==> config.mk <==
export PLATFORM = sky130hd
export DESIGN_NAME = ring_status_top
export DESIGN_NICKNAME = d
export VERILOG_FILES = /design/src/rtl/ring_pkg.sv /design/src/rtl/ring_sync.sv /design/src/rtl/ring_edge_qual.sv /design/src/rtl/ring_oneshot.sv /design/src/rtl/ring_sample_mux.sv /design/src/rtl/ring_status_top.sv
export SDC_FILE = /design/constraint.sdc
export NUM_CORES = 1
export LEC_CHECK = 0
export BUFFER_PORTS_ARGS = -buffer_cell sky130_fd_sc_hd__buf_2
export CELL_PAD_IN_SITES_DETAIL_PLACEMENT = 1
export CELL_PAD_IN_SITES_GLOBAL_PLACEMENT = 2
export CORE_MARGIN = 4
export CORE_UTILIZATION = 32
export CTS_BUF_LIST = sky130_fd_sc_hd__clkbuf_8 sky130_fd_sc_hd__clkbuf_16
export DETAILED_ROUTE_END_ITERATION = 8
export GPL_TIMING_DRIVEN = 0
export PLACE_DENSITY = 0.75
export SLEW_MARGIN = 25
export SYNTH_ARGS = -nofsm -noshare
export SYNTH_HDL_FRONTEND = slang
export SYNTH_SLANG_ARGS = --single-unit
==> constraint.sdc <==
create_clock -name clk -period 2.71 [get_ports clk]
set_input_delay 0.271 -clock clk [delete_from_list [all_inputs] [get_ports clk]]
set_output_delay 0.271 -clock clk [all_outputs]
set_load 0.01 [all_outputs]
==> src/rtl/ring_pkg.sv <==
package ring_pkg;
  localparam int SAMPLE_W = 16;
  typedef logic [SAMPLE_W-1:0] sample_t;

  localparam sample_t CODE_POS_RING = 16'h7FFF;
  localparam sample_t CODE_NEG_RING = 16'h8000;
  localparam sample_t CODE_IDLE_HW  = 16'h8000;
  localparam sample_t CODE_IDLE_FW  = 16'h04CC;

  typedef struct packed {
    logic pos;
    logic neg;
  } ring_flags_t;
endpackage

==> src/rtl/ring_sync.sv <==
module ring_sync #(
  parameter int STAGES = 2,
  parameter int W      = 2
) (
  input  logic         clk,
  input  logic         rst_n,
  input  logic [W-1:0] d_i,
  output logic [W-1:0] q_o
);
  generate
    if (STAGES == 0) begin : g_bypass
      assign q_o = d_i;
    end else begin : g_chain
      logic [W-1:0] stage_q [STAGES];
      logic [W-1:0] stage_d [STAGES];
      for (genvar i = 0; i < STAGES; i++) begin : g_st
        if (i == 0) begin : g_first
          assign stage_d[i] = d_i;
        end else begin : g_next
          assign stage_d[i] = stage_q[i-1];
        end
        always_ff @(posedge clk or negedge rst_n) begin
          if (!rst_n) stage_q[i] <= '0;
          else        stage_q[i] <= stage_d[i];
        end
      end
      assign q_o = stage_q[STAGES-1];
    end
  endgenerate
endmodule

==> src/rtl/ring_edge_qual.sv <==
module ring_edge_qual
  import ring_pkg::*;
(
  input  logic        clk,
  input  logic        rst_n,
  input  ring_flags_t flags_i,
  input  logic        full_wave_i,
  output logic        evt_o
);
  ring_flags_t prev_q, prev_d;
  logic        pos_rise, neg_rise;

  always_comb begin
    prev_d = flags_i;
  end

  always_ff @(posedge clk or negedge rst_n) begin
    if (!rst_n) prev_q <= '0;
    else        prev_q <= prev_d;
  end

  assign pos_rise = flags_i.pos & ~prev_q.pos;
  assign neg_rise = flags_i.neg & ~prev_q.neg;
  assign evt_o    = pos_rise | (full_wave_i & neg_rise);

  // a level held high yields an event only in its first cycle
  assert_single_evt_R4: assert property (@(posedge clk) disable iff (!rst_n)
    (evt_o && flags_i.pos && !flags_i.neg) |=> (flags_i.pos |-> !evt_o || flags_i.neg));
endmodule

==> src/rtl/ring_oneshot.sv <==
module ring_oneshot #(
  parameter int HOLD_TICKS = 5000
) (
  input  logic clk,
  input  logic rst_n,
  input  logic evt_i,
  input  logic on_hook_i,
  input  logic tick_i,
  output logic ring_o
);
  localparam int CW = $clog2(HOLD_TICKS + 1);
  localparam logic [CW-1:0] LOAD = CW'(HOLD_TICKS);

  logic [CW-1:0] cnt_q, cnt_d;
  logic          cnt_en;

  always_comb begin
    cnt_d  = cnt_q;
    cnt_en = 1'b0;
    if (!on_hook_i) begin
      cnt_d  = '0;
      cnt_en = (cnt_q != '0);
    end else if (evt_i) begin
      cnt_d  = LOAD;
      cnt_en = 1'b1;
    end else if (tick_i && (cnt_q != '0)) begin
      cnt_d  = cnt_q - 1'b1;
      cnt_en = 1'b1;
    end
  end

  always_ff @(posedge clk or negedge rst_n) begin
    if (!rst_n)      cnt_q <= '0;
    else if (cnt_en) cnt_q <= cnt_d;
  end

  assign ring_o = (cnt_q != '0);

  assert_load_R4: assert property (@(posedge clk) disable iff (!rst_n)
    (evt_i && on_hook_i) |=> ring_o);
  assert_rise_cause_R4: assert property (@(posedge clk) disable iff (!rst_n)
    $rose(ring_o) |-> $past(evt_i && on_hook_i));
  assert_fall_cause_R5: assert property (@(posedge clk) disable iff (!rst_n)
    $fell(ring_o) |-> $past(tick_i || !on_hook_i));
  assert_offhook_clear_R6: assert property (@(posedge clk) disable iff (!rst_n)
    !on_hook_i |=> !ring_o);
endmodule

==> src/rtl/ring_sample_mux.sv <==
module ring_sample_mux
  import ring_pkg::*;
(
  input  logic        clk,
  input  logic        rst_n,
  input  ring_flags_t flags_i,
  input  logic        full_wave_i,
  input  logic        on_hook_i,
  input  sample_t     audio_i,
  output sample_t     sample_o
);
  sample_t samp_q, samp_d;

  always_comb begin
    if (!on_hook_i)        samp_d = audio_i;
    else if (flags_i.pos)  samp_d = CODE_POS_RING;
    else if (full_wave_i)  samp_d = flags_i.neg ? CODE_NEG_RING : CODE_IDLE_FW;
    else                   samp_d = CODE_IDLE_HW;
  end

  always_ff @(posedge clk or negedge rst_n) begin
    if (!rst_n) samp_q <= '0;
    else        samp_q <= samp_d;
  end

  assign sample_o = samp_q;

  assert_passthru_R9: assert property (@(posedge clk) disable iff (!rst_n)
    !on_hook_i |=> (sample_o == $past(audio_i)));
  assert_hw_neg_ignored_R7: assert property (@(posedge clk) disable iff (!rst_n)
    (on_hook_i && !full_wave_i && !flags_i.pos) |=> (sample_o == CODE_IDLE_HW));
  assert_fw_idle_R8: assert property (@(posedge clk) disable iff (!rst_n)
    (on_hook_i && full_wave_i && !flags_i.pos && !flags_i.neg) |=> (sample_o == CODE_IDLE_FW));
endmodule

==> src/rtl/ring_status_top.sv <==
module ring_status_top
  import ring_pkg::*;
#(
  parameter int SYNC_STAGES = 2,
  parameter int HOLD_TICKS  = 5000
) (
  input  logic        clk,
  input  logic        rst_n,
  input  logic        pos_cmp_i,
  input  logic        neg_cmp_i,
  input  logic        full_wave_i,
  input  logic        on_hook_i,
  input  logic        ms_tick_i,
  input  logic [15:0] audio_i,
  output logic        pos_stat_o,
  output logic        neg_stat_o,
  output logic        ring_ind_o,
  output logic [15:0] sample_o
);
  ring_flags_t raw_flags, sync_flags;
  logic        ring_evt;

  assign raw_flags.pos = pos_cmp_i;
  assign raw_flags.neg = neg_cmp_i;

  ring_sync #(.STAGES(SYNC_STAGES), .W(2)) u_sync (
    .clk   (clk),
    .rst_n (rst_n),
    .d_i   (raw_flags),
    .q_o   (sync_flags)
  );

  ring_edge_qual u_edge (
    .clk         (clk),
    .rst_n       (rst_n),
    .flags_i     (sync_flags),
    .full_wave_i (full_wave_i),
    .evt_o       (ring_evt)
  );

  ring_oneshot #(.HOLD_TICKS(HOLD_TICKS)) u_oneshot (
    .clk       (clk),
    .rst_n     (rst_n),
    .evt_i     (ring_evt),
    .on_hook_i (on_hook_i),
    .tick_i    (ms_tick_i),
    .ring_o    (ring_ind_o)
  );

  ring_sample_mux u_mux (
    .clk         (clk),
    .rst_n       (rst_n),
    .flags_i     (sync_flags),
    .full_wave_i (full_wave_i),
    .on_hook_i   (on_hook_i),
    .audio_i     (audio_i),
    .sample_o    (sample_o)
  );

  assign pos_stat_o = sync_flags.pos;
  assign neg_stat_o = sync_flags.neg;

  assert_hw_neg_no_event_R2: assert property (@(posedge clk) disable iff (!rst_n)
    (!full_wave_i && !pos_stat_o && on_hook_i && !ring_ind_o) |=> !ring_ind_o);
endmodule

# Word-level counts from Yosys, hierarchy flattened
# Cells that the tools add are included.
[op_classes]
n_addsub = 1
eq_ne = 1
n_mux = 10
bitwise = 6
reduce_logical = 3
[op_table]
columns = ["operator", "count"]
rows = [
  ["two-way mux 16 bit", 4],
  ["two-way mux 13 bit", 3],
  ["nonzero test 13 bit", 1],
  ["subtractor 13 x 1 -> 13 bit (second input constant)", 1],
  ["bitwise AND 1 bit", 3],
  ["two-way mux 1 bit", 3],
  ["inequality test 3 x 1 -> 1 bit (second input constant)", 1],
  ["inverter 1 bit", 2],
  ["AND reduction 2 bit", 1],
  ["logical AND 1 bit", 1],
  ["bitwise OR 1 bit", 1],
]
[word_totals]
regBits = 35
inputBits = 23
output_inout_bits = 19

# Logic depth before layout (Yosys ltp)
[depth]
word_depth = 7
depth_mapped = 6
depth_no_buf = 6

# Hierarchy
# From an unflattened synthesis, not the netlist that was laid out.
[unflattened]
cells_unflattened = 157
hier_area_um2 = 1604.0
[by_module_without_submodules]
columns = ["mod", "n_inst", "cells_each", "area_per_inst_um2"]
rows = [
  ["ring_oneshot", 1, 95, 830.8],
  ["ring_sample_mux", 1, 53, 590.6],
  ["ring_sync", 1, 4, 100.1],
  ["ring_edge_qual", 1, 5, 82.6],
]

# Worst setup path before layout
# No wires, ideal clock.
[synth_timing]
path_type = "reg-to-reg"
from = "register u_oneshot.cnt_q[5]"
to = "register u_oneshot.cnt_q[1]"
setup_ns = 0.133
arrival_time_ns = 1.752
required_time_ns = 2.577
setup_slack_ns = 0.825
path_stages_with_launch = 5
path_buffers = 0
period_less_slack_ns = 1.885
cell_sequence = "dfrtp_1 > or4_4 > or4_4 > o211ai_1 > o32ai_2"
[synth_between]
elab_chain_cells = 6
[synth_lines]
columns = ["element", "line", "rtl"]
rows = [
  ["from (decl)", "ring_oneshot.sv:14", "logic [CW-1:0] cnt_q, cnt_d;"],
  ["from (signal assigned)", "ring_oneshot.sv:34", "else if (cnt_en) cnt_q <= cnt_d;"],
  ["nonzero test 13 bit *", "ring_oneshot.sv:22, ring_oneshot.sv:26", ""],
  ["logical AND 1 bit", "ring_oneshot.sv:26", "end else if (tick_i && (cnt_q != '0)) begin"],
  ["two-way mux 1 bit", "ring_oneshot.sv:26", ""],
  ["two-way mux 1 bit", "ring_oneshot.sv:23", "end else if (evt_i) begin"],
  ["two-way mux 1 bit", "ring_oneshot.sv:20", "if (!on_hook_i) begin"],
  ["AND reduction 2 bit (no line) *", "--", ""],
]
# Every way passes the cells marked *; elsewhere a longest branch is shown, timed or not.
# A chain may end at the register's enable or synchronous reset.

# Worst setup path after layout
[layout_timing]
from = "register u_oneshot.cnt_q[3]"
to = "output ring_ind_o"
[layout_between]
elab_chain_cells = 1
[layout_lines]
columns = ["element", "line", "rtl"]
rows = [
  ["nonzero test 13 bit", "ring_oneshot.sv:37", "assign ring_o = (cnt_q != '0);"],
  ["to (decl)", "ring_status_top.sv:17", "output logic ring_ind_o,"],
]
# Every way passes these cells.

==> out/results.tsv <==
stage	metric	value	unit
critical_path	kind_of_launch_point_of_the_worst_setup_path	flip-flop	
power_and_ir_drop	share_clk_of_total_power	31.8	%
placed_design	finalWeightedCongestion	0.8473	
critical_path	timing.setup.critical_path_class	reg -> out	
clock_tree	clock_tree.root_cell	sky130_fd_sc_hd__clkbuf_8	
placed_design	post_dp_cell_area	0.001914	mm2
drt	drt-initial-drc-count	59	
placed_design	place_hpwl	3.285	mm
sta	setup-violations-final	0	
critical_path	rr_endpoint	u_oneshot.cnt_q[0]	
global_route	first_global_vias	1429	
drt	wire_per_inst	15.97	um
sta	min_period_over_period	87.83	%
drt	route.antenna.remaining_nets	0	
clock_tree	cts-resized-gates	0	
sta	finalHoldViolations	0	
critical_path	worstPathRequired	2440	ps
yosys	synthesis.area_per_instance	10.29	um2
power_and_ir_drop	power.sequential.fraction	41.7	%
yosys	ys_warn_count	0	
clock_tree	cts.htree.levels	2	
critical_path	worstSetupEndpointType	primary output	
clock_tree	clockBufferDepth	2	
power_and_ir_drop	worst_vdd_drop	0.2882	mV
clock_tree	worst_skew_pair.late_latency	290	ps
yosys	async_set_reset_flop_share_out_of_synthesis	100.0	%
power_and_ir_drop	power_leakage	0.9655	nW
sta	timing_worst_slew_pin_value	772.1	ps
placed_design	io_buffers	41	
clock_tree	post_cts.repair.setup_buffers	0	
power_and_ir_drop	p_switching	0.0004951	W
floorplan	placement_rows	25	
clock_tree	tritoncts	done	
global_route	grt.overflow.total	0	
global_route	grtUsageTotal	15.07	%
sta	count_of_final_max_slew_check_failures	0	
yosys	synth_ff_type	sky130_fd_sc_hd__dfrtp_1	
floorplan	pin_count	42	
finish	synthToLayoutAreaGrowth	24.71	%
critical_path	timing.reg2reg.setup_slack	620	ps
clock_tree	numClockSinks	35	
yosys	synth_cell_type_count	43	
hold_path	worst_hold_path_type	in -> async	
floorplan	die_area	0.006283	mm2
clock_tree	path_clk_slew	80	ps
sta	slew_headroom	48.53	%
critical_path	cp.arrival	2110	ps
drt	drc_errors	0	
power_and_ir_drop	power_dens_cells	741.9	mW/mm2
critical_path	critical_path.max_fanout	10	
global_route	maximum_number_of_pins_on_one_net_before_global_route_repair	36	
critical_path	reg2reg_from	u_oneshot.cnt_q[3]	
drt	num_vias	1376	
flow_run	drv_cap	0	
sta	skew	6.667	ps
clock_tree	cts-hold-fix-buffers	0	
yosys	synth_enable_flop_cells	0	
power_and_ir_drop	swShare	32.92	%
yosys	cell_area_after_synthesis	0.001625	mm2
floorplan	die-height	79.27	um
clock_tree	tritoncts.num_buffers	5	
floorplan	floorplan.core_area	0.004817	mm2
floorplan	chipWidth	79.27	um
drt	firstDrtPassIters	4	
yosys	synth.yosys.seq_area_share	53.89	%
yosys	ys_ff_latch	35	
yosys	mappedNetlistNets	183	
drt	per_cell_via_count_in_the_routed_design	5.022	
finish	post-route-cell-area	0.002027	mm2
sta	totalNegativeSetupSlack	0	ps
critical_path	r2r_cells	5	
sta	finalCriticalPeriod	2380	ps
finish	num_antenna_cells	0	
sta	max_freq	0.4202	GHz
power_and_ir_drop	cellInternalPower	0.001009	W
global_route	initial_antenna_violation_count	0	
floorplan	initial_core_util	33.74	%
finish	layout.nets	231	
power_and_ir_drop	comb_power_share	26.5	%
drt	drt_wl_total	4.376	mm
yosys	netlist_instances	158	
run_status	outcome	finished, final reports clean	
global_route	grt_pass1_wl	7.224	mm
sta	grt_setup_unrepaired	false	
finish	layout-drive-gt1-share	28.02	%
## critical path, cell delays in order, from the launching register on
cell                      delay (ps)
sky130_fd_sc_hd__dfrtp_1         460
sky130_fd_sc_hd__or4_4           590
sky130_fd_sc_hd__nor4_4          370
sky130_fd_sc_hd__buf_6           200
sky130_fd_sc_hd__nand2_1          60
sky130_fd_sc_hd__buf_2           140
## per-layer routing
metal | track usage [%] | part of all wire [%] | up-vias
li1 | - | - | 660
met1 | 19.55 | 45 | 676
met2 | 24.33 | 49 | 35
met3 | 4.308 | 5.7 | 5
met4 | 4.639 | 1.1 | 0
met5 | 0 | 0 | -
## flip-flops by register name (all words and copies together), names as in the netlist
name	cells
u_mux.sample_o	16
u_sync.q_o	2
u_sync.g_chain.stage_d	2
u_oneshot.cnt_q	13
u_edge.prev_q	2
## stage by stage
| step | power [W] | hold WS (ps) | util [%] | cells | worst slack [ps] |
|---|---|---|---|---|---|
| floorplan | 0.0008950 | -24.59 | - | 158 | 825.3 |
| global placement | 0.001023 | 332.0 | 39.74 | 266 | 672.8 |
| detailed placement | 0.001033 | 336.5 | 39.74 | 266 | 659.7 |
| CTS | 0.001517 | 73.76 | 42.08 | 274 | 318.4 |
| global route | 0.001592 | 71.68 | 42.08 | 274 | 234.1 |
| finish | 0.001504 | 50.40 | 42.08 | 274 | 329.9 |
## synthesized netlist by cell type (all sizes together), types with 2 or more instances
cell / count / share of area (%)
a2111oi: 4 / 2.2
a211o: 2 / 1.1
a211oi: 2 / 0.92
a21oi: 6 / 2.1
a41oi: 2 / 1.1
buf: 2 / 1.0
clkbuf: 3 / 0.69
dfrtp: 35 / 54
ha: 2 / 1.5
inv: 20 / 4.6
mux2i: 2 / 1.2
nand2: 13 / 3.0
nand2b: 6 / 2.3
nand3: 6 / 1.8
nor2: 5 / 1.2
nor2b: 2 / 0.77
nor3: 2 / 0.62
nor4: 2 / 1.7
o211ai: 2 / 0.92
o21ai: 19 / 6.1
or3: 2 / 0.77
or4: 3 / 1.8
## worst max-delay path by stage
stage | from | slack [ps] | to | cells after the start
6_report | u_oneshot.cnt_q[3] | 330 | ring_ind_o | 5
5_1_grt | u_oneshot.cnt_q[3] | 230 | ring_ind_o | 5
4_1_cts | u_oneshot.cnt_q[5] | 320 | ring_ind_o | 5
3_5_place_dp | u_oneshot.cnt_q[5] | 660 | u_oneshot.cnt_q[0] | 5
3_3_place_gp | u_oneshot.cnt_q[3] | 670 | u_oneshot.cnt_q[1] | 4
2_1_floorplan | u_oneshot.cnt_q[5] | 830 | u_oneshot.cnt_q[1] | 4
## cell families (layout without fill, tap and decap cells)
kind of cell             after synthesis  count (layout)  synth area share [%]
AND/OR/NAND/NOR                       46              46                 16.24
adder cells (fa/ha/maj)                2               2                 1.539
buffers and inverters                 25              74                 6.312
flip-flops                            35              35                 53.89
multiplexers                           2               2                 1.232
AO/OA/AOI/OAI                         48              48                 20.79
## power by group through the flow
stage / Combinational (W) / Sequential [W] / Clock (W)
2_1_floorplan: 0.000259 / 0.000636 / 0
3_3_place_gp: 0.000389 / 0.000634 / 0
3_5_place_dp: 0.000397 / 0.000636 / 0
4_1_cts: 0.000400 / 0.000627 / 0.000490
5_1_grt: 0.000439 / 0.000637 / 0.000516
6_report: 0.000398 / 0.000627 / 0.000478
## cell usage in the layout (no fill, tap or decap), types with 2 or more instances in the layout
cell type,count
sky130_fd_sc_hd__mux2i_1,2
sky130_fd_sc_hd__inv_1,20
sky130_fd_sc_hd__o211ai_1,2
sky130_fd_sc_hd__a211o_1,2
sky130_fd_sc_hd__clkbuf_1,3
sky130_fd_sc_hd__buf_2,42
sky130_fd_sc_hd__or3_1,2
sky130_fd_sc_hd__nand2b_1,6
sky130_fd_sc_hd__a211oi_1,2
sky130_fd_sc_hd__nor3_1,2
sky130_fd_sc_hd__a21oi_1,5
sky130_fd_sc_hd__a41oi_1,2
sky130_fd_sc_hd__or4_4,2
sky130_fd_sc_hd__nor2b_1,2
sky130_fd_sc_hd__o21ai_0,18
sky130_fd_sc_hd__ha_1,2
sky130_fd_sc_hd__clkbuf_8,5
sky130_fd_sc_hd__nand2_1,13
sky130_fd_sc_hd__dfrtp_1,35
sky130_fd_sc_hd__a2111oi_0,4
sky130_fd_sc_hd__nand3_1,6
sky130_fd_sc_hd__nor2_1,5
## cell type report
type,instances,area (um2)
fill,573,2790
sequential,35,875.8
multi-input combinational,98,646.9
timing repair buffer,41,205.2
tap,67,83.83
inverter,20,75.07
clock buffer,5,68.82
clock inverter,3,43.79
buffer,5,27.53
(Power assumes the default switching activity.)
